<file path="src/rtl/cdt_pkg.sv">
`timescale 1ns/1ps
package cdt_pkg;
  localparam int DATA_W   = 32;
  localparam int VEC_W    = 8;
  localparam int CODE_W   = 3;
  localparam int PRE_W    = (1 << CODE_W) - 1;
  localparam int PER_BIT  = 17;
  localparam int MASK_BIT = 16;

  typedef enum logic [1:0] {
    SEL_START = 2'd0,
    SEL_CUR   = 2'd1,
    SEL_CTRL  = 2'd2,
    SEL_DIV   = 2'd3
  } cdt_sel_e;
endpackage

</file>
<file path="src/rtl/cdt_rst_sync.sv">
`timescale 1ns/1ps
module cdt_rst_sync (
  input  logic clk,
  input  logic rst_n,
  output logic rst_sn
);
  logic [1:0] sync_q;

  always_ff @(posedge clk or negedge rst_n) begin
    if (!rst_n) sync_q <= 2'b00;
    else        sync_q <= {sync_q[0], 1'b1};
  end

  assign rst_sn = sync_q[1];
endmodule

</file>
<file path="src/rtl/cdt_regs.sv">
`timescale 1ns/1ps
module cdt_regs
  import cdt_pkg::*;
#(
  parameter int DW = DATA_W,
  parameter int VW = VEC_W
) (
  input  logic              clk,
  input  logic              rst_sn,
  input  logic              wr_en,
  input  logic [1:0]        wr_sel,
  input  logic [DW-1:0]     wr_data,
  input  logic [1:0]        rd_sel,
  input  logic [DW-1:0]     cur_count,
  output logic [DW-1:0]     rd_data,
  output logic [DW-1:0]     start_q,
  output logic              periodic_q,
  output logic              mask_q,
  output logic [VW-1:0]     vec_q,
  output logic [CODE_W-1:0] shift,
  output logic              load
);
  logic [CODE_W-1:0] code_q, code_n;
  logic [DW-1:0]     start_n;
  logic              periodic_n, mask_n;
  logic [VW-1:0]     vec_n;
  logic              wr_start, wr_ctrl, wr_div;
  logic [DW-1:0]     ctrl_word;

  assign wr_start = wr_en && (cdt_sel_e'(wr_sel) == SEL_START);
  assign wr_ctrl  = wr_en && (cdt_sel_e'(wr_sel) == SEL_CTRL);
  assign wr_div   = wr_en && (cdt_sel_e'(wr_sel) == SEL_DIV);
  assign load     = wr_start;

  always_comb begin
    start_n    = start_q;
    periodic_n = periodic_q;
    mask_n     = mask_q;
    vec_n      = vec_q;
    code_n     = code_q;
    if (wr_start) start_n = wr_data;
    if (wr_ctrl) begin
      periodic_n = wr_data[PER_BIT];
      mask_n     = wr_data[MASK_BIT];
      vec_n      = wr_data[VW-1:0];
    end
    if (wr_div) code_n = {wr_data[3], wr_data[1:0]};
  end

  always_ff @(posedge clk or negedge rst_sn) begin
    if (!rst_sn) begin
      start_q    <= '0;
      periodic_q <= 1'b0;
      mask_q     <= 1'b1;
      vec_q      <= '0;
      code_q     <= '0;
    end else begin
      start_q    <= start_n;
      periodic_q <= periodic_n;
      mask_q     <= mask_n;
      vec_q      <= vec_n;
      code_q     <= code_n;
    end
  end

  assign shift = code_q + CODE_W'(1);

  always_comb begin
    ctrl_word           = '0;
    ctrl_word[PER_BIT]  = periodic_q;
    ctrl_word[MASK_BIT] = mask_q;
    ctrl_word[VW-1:0]   = vec_q;
  end

  always_comb begin
    case (cdt_sel_e'(rd_sel))
      SEL_START: rd_data = start_q;
      SEL_CUR:   rd_data = cur_count;
      SEL_CTRL:  rd_data = ctrl_word;
      default:   rd_data = DW'({code_q[2], 1'b0, code_q[1:0]});
    endcase
  end
endmodule

</file>
<file path="src/rtl/cdt_prescale.sv">
`timescale 1ns/1ps
module cdt_prescale
  import cdt_pkg::*;
#(
  parameter int PW = PRE_W
) (
  input  logic              clk,
  input  logic              rst_sn,
  input  logic              clr,
  input  logic [CODE_W-1:0] shift,
  output logic              tick
);
  logic [PW-1:0] pcnt_q, pcnt_n;
  logic [PW-1:0] low_mask;

  always_comb begin
    for (int i = 0; i < PW; i++) low_mask[i] = (i < int'(shift));
  end

  assign tick = &(pcnt_q | ~low_mask);

  always_comb begin
    if (clr) pcnt_n = '0;
    else     pcnt_n = pcnt_q + PW'(1);
  end

  always_ff @(posedge clk or negedge rst_sn) begin
    if (!rst_sn) pcnt_q <= '0;
    else         pcnt_q <= pcnt_n;
  end

  AST_PRE_CLEAR: assert property (@(posedge clk) disable iff (!rst_sn)
    clr |=> (pcnt_q == '0));
endmodule

</file>
<file path="src/rtl/cdt_core.sv">
`timescale 1ns/1ps
module cdt_core
  import cdt_pkg::*;
#(
  parameter int DW = DATA_W,
  parameter int VW = VEC_W
) (
  input  logic          clk,
  input  logic          rst_sn,
  input  logic          load,
  input  logic [DW-1:0] load_val,
  input  logic          tick,
  input  logic [DW-1:0] start_q,
  input  logic          periodic_q,
  input  logic          mask_q,
  input  logic [VW-1:0] vec_q,
  output logic [DW-1:0] cur_count,
  output logic          fire_q,
  output logic [VW-1:0] fire_vec_q
);
  logic [DW-1:0] cnt_q, cnt_n;
  logic          done_q, done_n;
  logic          fire_n;
  logic [VW-1:0] fvec_n;
  logic          wrap;
  logic          may_fire;

  assign wrap     = tick && (cnt_q == '0);
  assign may_fire = periodic_q ? (start_q != '0) : !done_q;

  always_comb begin
    cnt_n  = cnt_q;
    done_n = done_q;
    fire_n = 1'b0;
    fvec_n = fire_vec_q;
    if (load) begin
      cnt_n  = load_val;
      done_n = 1'b0;
    end else if (tick) begin
      if (wrap) begin
        cnt_n  = start_q;
        done_n = 1'b1;
        fire_n = !mask_q && may_fire;
        if (!mask_q && may_fire) fvec_n = vec_q;
      end else begin
        cnt_n = cnt_q - DW'(1);
      end
    end
  end

  always_ff @(posedge clk or negedge rst_sn) begin
    if (!rst_sn) begin
      cnt_q      <= '0;
      done_q     <= 1'b1;
      fire_q     <= 1'b0;
      fire_vec_q <= '0;
    end else begin
      cnt_q      <= cnt_n;
      done_q     <= done_n;
      fire_q     <= fire_n;
      fire_vec_q <= fvec_n;
    end
  end

  assign cur_count = (!periodic_q && done_q) ? '0 : cnt_q;

  AST_LOAD_VALUE: assert property (@(posedge clk) disable iff (!rst_sn)
    load |=> (cnt_q == $past(load_val)));
  AST_PULSE_WIDTH: assert property (@(posedge clk) disable iff (!rst_sn)
    fire_q |=> !fire_q);
  AST_MASK_SILENT: assert property (@(posedge clk) disable iff (!rst_sn)
    mask_q |=> !fire_q);
  AST_ZERO_PERIODIC: assert property (@(posedge clk) disable iff (!rst_sn)
    (periodic_q && (start_q == '0) && !load) |=> !fire_q);
  AST_COUNT_RANGE: assert property (@(posedge clk) disable iff (!rst_sn)
    cnt_q <= start_q);
endmodule

</file>
<file path="src/rtl/cdt_timer.sv">
`timescale 1ns/1ps
module cdt_timer
  import cdt_pkg::*;
#(
  parameter int DW = DATA_W,
  parameter int VW = VEC_W
) (
  input  logic          clk,
  input  logic          rst_n,
  input  logic          wr_en,
  input  logic [1:0]    wr_sel,
  input  logic [DW-1:0] wr_data,
  input  logic [1:0]    rd_sel,
  output logic [DW-1:0] rd_data,
  output logic          fire_o,
  output logic [VW-1:0] fire_vec_o
);
  logic              rst_sn;
  logic [DW-1:0]     start_q, cur_count;
  logic              periodic_q, mask_q, load, tick;
  logic [VW-1:0]     vec_q;
  logic [CODE_W-1:0] shift;

  cdt_rst_sync u_rst (
    .clk    (clk),
    .rst_n  (rst_n),
    .rst_sn (rst_sn)
  );

  cdt_regs #(.DW(DW), .VW(VW)) u_regs (
    .clk        (clk),
    .rst_sn     (rst_sn),
    .wr_en      (wr_en),
    .wr_sel     (wr_sel),
    .wr_data    (wr_data),
    .rd_sel     (rd_sel),
    .cur_count  (cur_count),
    .rd_data    (rd_data),
    .start_q    (start_q),
    .periodic_q (periodic_q),
    .mask_q     (mask_q),
    .vec_q      (vec_q),
    .shift      (shift),
    .load       (load)
  );

  cdt_prescale #(.PW(PRE_W)) u_pre (
    .clk    (clk),
    .rst_sn (rst_sn),
    .clr    (load),
    .shift  (shift),
    .tick   (tick)
  );

  cdt_core #(.DW(DW), .VW(VW)) u_core (
    .clk        (clk),
    .rst_sn     (rst_sn),
    .load       (load),
    .load_val   (wr_data),
    .tick       (tick),
    .start_q    (start_q),
    .periodic_q (periodic_q),
    .mask_q     (mask_q),
    .vec_q      (vec_q),
    .cur_count  (cur_count),
    .fire_q     (fire_o),
    .fire_vec_q (fire_vec_o)
  );
endmodule

</file>
<file path="config.mk">
export PLATFORM = sky130hd
export DESIGN_NAME = cdt_timer
export DESIGN_NICKNAME = d
export VERILOG_FILES = /design/src/rtl/cdt_pkg.sv /design/src/rtl/cdt_rst_sync.sv /design/src/rtl/cdt_regs.sv /design/src/rtl/cdt_prescale.sv /design/src/rtl/cdt_core.sv /design/src/rtl/cdt_timer.sv
export SDC_FILE = /design/constraint.sdc
export NUM_CORES = 1
export LEC_CHECK = 0
export BUFFER_PORTS_ARGS = -buffer_cell sky130_fd_sc_hd__buf_4
export CAP_MARGIN = 25
export CORE_AREA = 2 2 144 146
export DETAILED_ROUTE_END_ITERATION = 10
export DIE_AREA = 0 0 146 148
export GPL_TIMING_DRIVEN = 0
export PLACE_DENSITY = 0.48
export SYNTH_ARGS = -nofsm -noshare
export SYNTH_HDL_FRONTEND = slang
export SYNTH_SLANG_ARGS = --single-unit
</file>
<file path="constraint.sdc">
create_clock -name clk -period 3.5 [get_ports clk]
set_input_delay 0.35 -clock clk [delete_from_list [all_inputs] [get_ports clk]]
set_output_delay 0.35 -clock clk [all_outputs]
set_load 0.02 [all_outputs]
</file>
==> out/metrics.cfg, run 1 <==
[run_status]
status=complete, no violations

[synthesis]
avgSynthCellArea_um2=8.82
async_flop_share_pct=100
synth_cells=624
syn_area_um2=5500
synth_warnings=0
ys_seq_area_share_pct=43.7
synthFlopType=dfrtp_1
ys_seq_elements=96
synth_nets=667
ys_types=58
synth_edf_count=0

[power]
leakage_nw=3.00
vdd_drop_max_v=0.000256
total_power_mw=4.12
cellPowerDensity_nw_per_um2=603

[placement]
gp_congestion=0.888
dp_cells=972
io_buffers=77
place_area_um2=6450
post-place-ws_ns=-0.101
dpl.hpwl_mm=16.5

[sta]
setup_viol=0
fin_crit_sh_pct=98.5
worst_slew_pin_slew_ns=0.866
finalCriticalPeriod_ns=3.45
finalMaxSlewViolations=0
fmaxAchievable_ghz=0.290
finalClockSkew_ns=0.00816
relSlewSlack_pct=42.3
hold_viol=0
rsz0062_at_grt=no
layout_setup_ws_ns=0.0514

[worst_setup_path]
critPathSlowestCell=nor3_2
critPathRequiredTime_ns=3.75
crit_fanout=10
crit_start=u_core.cnt_q[14]
crit_path_end_kind=flip-flop
slowest_delay_ns=0.61
path_class=flip-flop to flip-flop
r2r-start=u_core.cnt_q[14]
cp_cell_sequence=nor4_2 > and4_1 > buf_2 > nand3_1 > nor3_2 > buf_4 > o31ai_1 > a22o_1
worst_setup_path_start_kind=flip-flop
cp.arrival_ns=3.70

[floorplan]
die_area_um2=21600
core.rowCount=52
ios=80
fp.dieW_um=146
initial_core_util_pct=27.5
die_y_um=148
coreArea_um2=20000

[clock_network]
htreeDepth=3
clockBufferDepth=2
cts_made_buffers=9
clkTransAtPathRegs_ns=0.07
postCtsSetupBuffers=0
cts-root-buf=clkbuf_16
cts_tree=done
clock_latency_ns=0.36
clock-sinks=96

[detailed_routing]
drt_iter0_drc=524
drc=0
ant_nets=0
via_per_inst=5.60
wirelength_mm=22.9
first_pass_iters=5
wl_per_cell_um=23.1
vias=5542

[hold_path]
hold_path_class=input pin to flip-flop
worstHoldStart=wr_data[25]

[final_layout]
layout_commonest_cell=nand2_1
nNetsFinal=758
syn_to_final_growth_pct=24.0
design_area_um2=6820
fin_cells=990
most-common-layout-cells=115 x nand2_1, 93 x dfrtp_1, 78 x buf_4
antennaDiodeCount=0
final_layout_size_suffix_gt1_share_pct=19.0

[global_routing]
antenna_found_initial=0
grt_pass1_wl_mm=34.4
grt.total_usage_pct=21.2
grt_max_degree=52
grt_overflow=0
grt_pass1_vias=5505

[run]
maxCapViolations=0

[synth_stat cells, types with 3 or more instances]
cell type  count  area, um^2
and3_1         8        50.1
o22ai_1        8        50.1
or3_1          7        43.8
a311oi_1       3        26.3
a221oi_1       3        26.3
nor4_1        15        93.8
and2_1         9        56.3
clkbuf_1      26        97.6
dfrtp_1       94        2350
o21ai_0       26         130
nor4_2         3        37.5
nand3_1       25         125
nand4_1       17         106
a22o_1        27         236
a21o_1         8        60.1
nor2_1        43         161
buf_1          8        30.0
nand2_1      115         432
o211ai_1       9        67.6
a22oi_1        6        45.0
o31ai_1       12        90.1
inv_1         13        48.8
buf_2          4        20.0
a21oi_1       21         105
and4_1         4        35.0
nor3_1        15        75.1
ha_1           4        50.1
or4_1          3        22.5
a211oi_1       4        30.0
mux2i_1       11         110
a31oi_1       14        87.6
nand2b_1       3        18.8
a32o_1         3        30.0
mux2_2        22         248
[path summary, 6_finish.rpt]
kind	end	slack, ns	cells after the start
setup / recovery	u_core.cnt_q[18]	0.05	8
hold / removal	u_regs.start_q[25]	0.19	3
setup reg to reg	u_core.cnt_q[18]	0.05	8
hold reg to reg	u_pre.pcnt_q[2]	0.35	0
max in group asynchronous	u_regs.mask_q	2.43	1
min in group asynchronous	u_rst.sync_q[1]	0.30	2
[critical path: cells and delay by family (launching register included)]
| family | cells | cell delay [ns] |
|---|---|---|
| AO/OA/AOI/OAI | 2 | 0.31 |
| buffers and inverters | 2 | 0.57 |
| flip-flops | 1 | 0.43 |
| AND/OR/NAND/NOR | 4 | 2.01 |
[routing by layer]
metal | wire (um) | track usage, % | part of all wire (%)
met5 | 0 | 0 | 0
met3 | 1640 | 5.06 | 7.2
met2 | 10600 | 34.0 | 46
met4 | 661 | 8.01 | 2.9
met1 | 10000 | 27.8 | 44
[sequential cells by signal, indices dropped and copies added, names as in the netlist, 2 cells and up]
signal / count
u_regs.code_q: 3
u_rst.sync_q: 2
u_regs.vec_q: 8
u_core.fire_vec_q: 8
u_core.cnt_q: 32
u_regs.start_q: 32
u_pre.pcnt_q: 7
[through the flow]
step                      setup TNS, ns  util [%]  hold WS (ns)
final                                 0      34.1         0.190
after global placement           -70.80      32.0         0.133
after CTS                             0      33.9         0.189
after detailed placement         -0.758      32.2         0.134
after floorplan                       0         -        0.0544
after global routing                  0      34.1         0.191
[final cells by class]
class	instances	area, um^2
fillers	2143	13200
plain buffers	39	155
clock buffers	11	243
flip-flops and latches	96	2410
multi-input cells	476	2930
repair buffers	80	621
clock inverters	5	78.8
well taps	270	338
inverters	13	48.8
[logic make-up after synthesis]
kind of cell,after synthesis,synth area share (%)
simple gates,276,24.3
compound gates,158,20.2
flops,96,43.7
buf+inv,52,3.71
mux,33,6.50
fa+ha+maj,4,0.910
xor+xnor,4,0.637
other cells,1,0.0682
[repair_timing]
item / CTS / global route
setup endpoints to repair: 8 / 25
hold endpoints to repair: 2 / 0
resized for setup: 2 / 3
hold buffers: 1 / 0
gates cloned: 0 / 0
[where the power goes]
part / leakage [nW] / switching, mW / internal, mW
registers: 1.17 / 0.364 / 1.36
logic: 1.66 / 0.795 / 0.501
clock network: 0.160 / 0.448 / 0.646
total: 3.00 / 1.61 / 2.51
Note: power is estimated with default switching activity, not from simulation.
==> run 2, diff against run 1 <==
Settings changed: CORE_AREA 2 2 144 146 to 2 2 147 149, DIE_AREA 0 0 146 148 to 0 0 149 151, PLACE_DENSITY 0.48 to not set, PLACE_DENSITY_LB_ADDON set to 0.05, SYNTH_HIERARCHICAL set to 1.
==> out/metrics.cfg, run 2 <==
[final_layout]
post-route-util_pct=34.7
most-common-layout-cells=92 x dfrtp_1, 89 x buf_4, 53 x nor2_1
nNetsFinal=729
final_layout_size_suffix_gt1_share_pct=27.2
largest_registers=u_core/cnt_q: 32 flops, u_regs/start_q: 32 flops
layout_commonest_cell=dfrtp_1
syn_to_final_growth_pct=25.1
fin_cells=967
nFillCells=2182
design_area_um2=7220
antennaDiodeCount=0

[detailed_routing]
wirelength_mm=20.8
wl_per_cell_um=21.5
vias=4989
drt_iter0_drc=315
ant_nets=0
drc=0
via_per_inst=5.16
first_pass_iters=7

[placement]
io_buffers=78
dpl.hpwl_mm=14.9
dp_cells=942
place_area_um2=6780
post-place-ws_ns=-0.718
gp_congestion=0.885

[synthesis]
avgSynthCellArea_um2=9.83
synth_edf_count=0
synth_warnings=6
synth_top_cell_by_area=dfrtp_1
ys_seq_elements=96
syn_area_um2=5770
synth_nets=629
yosys-top-cells-count=94 x dfrtp_1, 53 x nor2_1, 52 x mux2_2
synth_cells=587
async_flop_share_pct=100
ys_types=56
synthFlopType=dfrtp_1
ys_seq_area_share_pct=41.7
yosysMostFrequentCell=dfrtp_1
synth_top_area_share_pct=40.8
synth_area_leaders=dfrtp_1 41%, mux2_2 10%, mux2i_1 5.6%, and2_1 3.5%, nor2_1 3.4%

[global_routing]
grt_max_degree=64
grt_pass1_vias=5160
grt_overflow=0
grt_pass1_wl_mm=31.6
antenna_found_initial=0
grt.total_usage_pct=19.0

[power]
total_power_mw=4.87
intPower_mw=2.89
seqPwrFrac_pct=37.0
vdd_drop_max_v=0.000236
leakage_nw=2.94
switchingPower_mw=1.98
swShare_pct=40.6
pwr-share-comb_pct=40.1
cellPowerDensity_nw_per_um2=674
clockPowerShare_pct=22.9

[sta]
rsz0062_at_grt=yes
setup_viol=0
fin_crit_sh_pct=97.9
finalHoldWorstSlack_ns=0.210
finalMaxSlewViolations=0
worst_slew_pin_slew_ns=0.836
hold_viol=0
finalClockSkew_ns=0.00802
fmaxAchievable_ghz=0.292
finalSetupTns_ns=0
relSlewSlack_pct=43.7
layout_setup_ws_ns=0.0726
finalCriticalPeriod_ns=3.43

[clock_network]
clock-sinks=96
clockBufferDepth=2
htreeDepth=3
cts_tree=done
clock_latency_ns=0.36
cts_made_buffers=9
clkTransAtPathRegs_ns=0.07
cts-root-buf=clkbuf_16

[floorplan]
fp.dieW_um=149
coreArea_um2=20800
ios=80
die_y_um=151
core.rowCount=53
die_area_um2=22500
initial_core_util_pct=27.7

[worst_setup_path]
worst_setup_path_start_kind=flip-flop
cp.arrival_ns=3.67
r2r-start=u_regs/code_q[0]
crit_start=u_regs/code_q[0]
crit_fanout=8
path_class=flip-flop to flip-flop
crit_path_end_kind=flip-flop
critPathRequiredTime_ns=3.74

[run_status]
status=complete, no violations

[hold_path]
worstHoldStart=wr_data[30]
hold_path_class=input pin to flip-flop

[run]
maxCapViolations=0

-- run 2: kinds of logic (layout without fill, tap and decap cells) --
kind of cell	after synthesis	count (layout)	share of synthesized area (%)
buffers and inverters	44	149	3.73
and+or+nand+nor	228	228	22.2
xor gates and xnor gates	26	26	3.95
other	1	1	0.0650
AOI/OAI and AO/OA	101	101	10.7
muxes	88	88	17.1
DFF	96	96	41.7
adders and majority gates	3	3	0.651
-- run 2: worst max-delay path: stages, from the launching register on --
cell and delay [ns]:
dfrtp_2 0.44, ha_4 0.26, inv_2 0.05, o21ai_2 0.05
a221oi_2 0.22, o32a_2 0.24, or3b_4 0.40, or4_4 0.48
or3_1 0.34, buf_6 0.14, nor3_4 0.19, buf_12 0.17
mux2_4 0.30
-- run 2: power by group through the flow --
| stage | combinational [mW] | sequential [mW] | clock [mW] |
|---|---|---|---|
| 6_report | 1.95 | 1.80 | 1.11 |
| 5_1_grt | 2.14 | 1.86 | 1.19 |
| 4_1_cts | 1.94 | 1.80 | 1.15 |
| 3_5_place_dp | 1.89 | 1.82 | 0 |
| 3_3_place_gp | 1.85 | 1.83 | 0 |
| 2_1_floorplan | 1.32 | 1.68 | 0 |
-- run 2: cell type report --
type	instances	area (um^2)	area share, %
Timing Repair Buffer	90	711	9.84
Buffer	36	186	2.58
Inverter	7	26.3	0.364
Clock inverter	6	92.6	1.28
Sequential cell	96	2410	33.4
Clock buffer	10	229	3.17
Multi-Input combinational cell	447	3220	44.6
Tap cell	275	344	4.77
-- run 2: per-layer routing --
| layer | vias up | track usage (%) | wire (um) |
|---|---|---|---|
| met5 | - | 0 | 0 |
| met4 | 0 | 8.24 | 592 |
| met3 | 34 | 2.17 | 875 |
| met2 | 150 | 30.5 | 9750 |
| met1 | 2471 | 25.9 | 9540 |
| li1 | 2334 | - | - |
-- run 2: worst paths after layout --
path | to | slack (ns) | depth (start not counted)
worst max-delay path | u_core/fire_vec_q[3] | 0.07 | 12
worst min-delay path | u_core/cnt_q[30] | 0.21 | 3
worst max register to register | u_core/fire_vec_q[3] | 0.07 | 12
worst min register to register | u_regs/start_q[10] | 0.30 | 0
max in group asynchronous | u_core/done_q | 2.45 | 1
min in group asynchronous | u_regs/start_q[10] | 0.30 | 0
-- run 2: what timing repair did --
action | CTS | global route
endpoints found under the hold margin | 2 | 0
pin swaps | 4 | 3
hold buffers | 1 | 0
gates cloned | 0 | 0
resized for setup | 9 | 3
setup endpoints to repair | 35 | 27
buffers inserted | 9 | 0
==> run 3, diff against run 2 <==
Settings changed: PLACE_DENSITY set to 0.43, PLACE_DENSITY_LB_ADDON 0.05 to not set, REMOVE_ABC_BUFFERS set to 1, SLEW_MARGIN set to 20.
==> out/metrics.cfg, run 3 (synthesis gave the netlist of run 2 again) <==
[power]
vdd_drop_max_v=0.000250
leakage_nw=2.93
swShare_pct=40.1
pwr-share-comb_pct=39.3
seqPwrFrac_pct=38.4
intPower_mw=2.85
clockPowerShare_pct=22.3
switchingPower_mw=1.91
cellPowerDensity_nw_per_um2=664

[clock_network]
cts_made_buffers=9
clkTransAtPathRegs_ns=0.07
cts_tree=done
clock_latency_ns=0.36
cts-root-buf=clkbuf_16
clockBufferDepth=2
clock-sinks=96
htreeDepth=3

[placement]
gp_congestion=0.813
dpl.hpwl_mm=12.2
post-place-ws_ns=-1.41
place_area_um2=6690
io_buffers=79

[final_layout]
final_layout_size_suffix_gt1_share_pct=28.3
syn_to_final_growth_pct=24.1
most-common-layout-cells=93 x dfrtp_1, 87 x buf_4, 53 x nor2_1
nFillCells=2204
antennaDiodeCount=0
largest_registers=u_core/cnt_q: 32 flops, u_regs/start_q: 32 flops
design_area_um2=7160
layout_commonest_cell=dfrtp_1
nNetsFinal=702

[hold_path]
hold_path_class=input pin to flip-flop

[sta]
finalMaxSlewViolations=0
fmaxAchievable_ghz=0.294
relSlewSlack_pct=43.9
hold_viol=0
finalClockSkew_ns=0.0113
fin_crit_sh_pct=97.1
finalHoldWorstSlack_ns=0.216
finalCriticalPeriod_ns=3.40
worst_slew_pin_slew_ns=0.839
layout_setup_ws_ns=0.102
setup_viol=0
finalSetupTns_ns=0

[detailed_routing]
wl_per_cell_um=19.0
wl_met3_um=783
first_pass_iters=5
wirelength_mm=17.8
via_per_inst=5.15
wl_met2_mm=8.36
highest_layer=met4
drt_iter0_drc=277
drc=0
wl_met1_mm=8.48
ant_nets=0
vias=4844

[floorplan]
fp.dieW_um=149
core.rowCount=53
die_y_um=151
ios=80
coreArea_um2=20800
die_area_um2=22500
initial_core_util_pct=27.7

[global_routing]
grt_max_degree=50
grt.total_usage_pct=16.6
antenna_found_initial=0
grt_pass1_wl_mm=28.6
grt_pass1_vias=4965
grt_overflow=0

[worst_setup_path]
worst_setup_path_start_kind=flip-flop
crit_path_end_kind=flip-flop
cp.arrival_ns=3.64
path_class=flip-flop to flip-flop
critPathRequiredTime_ns=3.74
crit_fanout=8

[run_status]
status=complete, no violations

[run]
maxCapViolations=0

[run 3: cell count changes in the layout (fill, tap and decap cells not counted), sizes merged]
| cell | change |
|---|---|
| clkbuf | -22 |
| buf | -7 |
| inv | +3 |
| bufinv | -1 |
| clkinv | -1 |
| or3 | +1 |
[run 3: what timing repair did]
action	in CTS	in global routing
setup buffers	9	0
pin swaps	6	4
cloned	1	0
gates resized for setup	8	3
endpoints found under the setup margin	37	26
hold buffers	1	0
hold endpoints to repair	2	0
[run 3: power by group through the flow]
| stage | clock (mW) | combinational [mW] | sequential [mW] |
|---|---|---|---|
| final | 1.06 | 1.87 | 1.83 |
| after CTS | 1.10 | 1.87 | 1.82 |
| after global placement | 0 | 1.72 | 1.84 |
| after floorplan | 0 | 1.24 | 1.70 |
| after detailed placement | 0 | 1.81 | 1.84 |
| after global routing | 1.14 | 2.07 | 1.89 |
[run 3: path summary, 6_finish.rpt]
check	start	to	slack (ns)	cells past startpoint
worst min register to register	u_rst/sync_q[0]	u_rst/sync_q[1]	0.35	0
max in group asynchronous	u_rst/sync_q[1]	u_core/done_q	2.35	1
worst min-delay path	wr_data[30]	u_core/cnt_q[30]	0.22	3
min in group asynchronous	rst_n	u_rst/sync_q[1]	0.30	2
worst max register to register	u_regs/code_q[1]	u_core/fire_vec_q[2]	0.10	11
worst max-delay path	u_regs/code_q[1]	u_core/fire_vec_q[2]	0.10	11
[run 3: per-layer routing]
metal  track usage (%)  up-vias
li1                  -     2289
met5                 0        -
met1              23.3     2426
met3              3.43       13
met2              26.4      116
met4              3.71        0
[run 3: worst max-delay path, cell delays in order, from the launching register on]
cell      delay, ns
dfrtp_1        0.42
ha_4           0.27
inv_1          0.05
o21ai_0        0.09
a221oi_2       0.24
o32a_4         0.25
or3b_4         0.39
or4_4          0.53
or3_4          0.38
nor3_4         0.17
buf_12         0.16
mux2_2         0.33
[run 3: per-stage QoR]
step / power [mW] / cells / utilization (%)
floorplan: 2.95 / 550 / -
global placement: 3.56 / 904 / 31.3
detailed placement: 3.65 / 913 / 32.1
CTS: 4.79 / 940 / 34.3
global route: 5.11 / 940 / 34.4
finish: 4.75 / 940 / 34.4
[run 3: area by class of cell]
class                           count  area [um^2]  area share, %
Tap cell                          275          344           4.81
Sequential cell                    96         2410           33.6
Inverter                            7         26.3          0.367
Clock buffer                        9          225           3.15
Clock inverter                      7         86.3           1.21
Multi-Input combinational cell    448         3230           45.2
Timing Repair Buffer               98          836           11.7
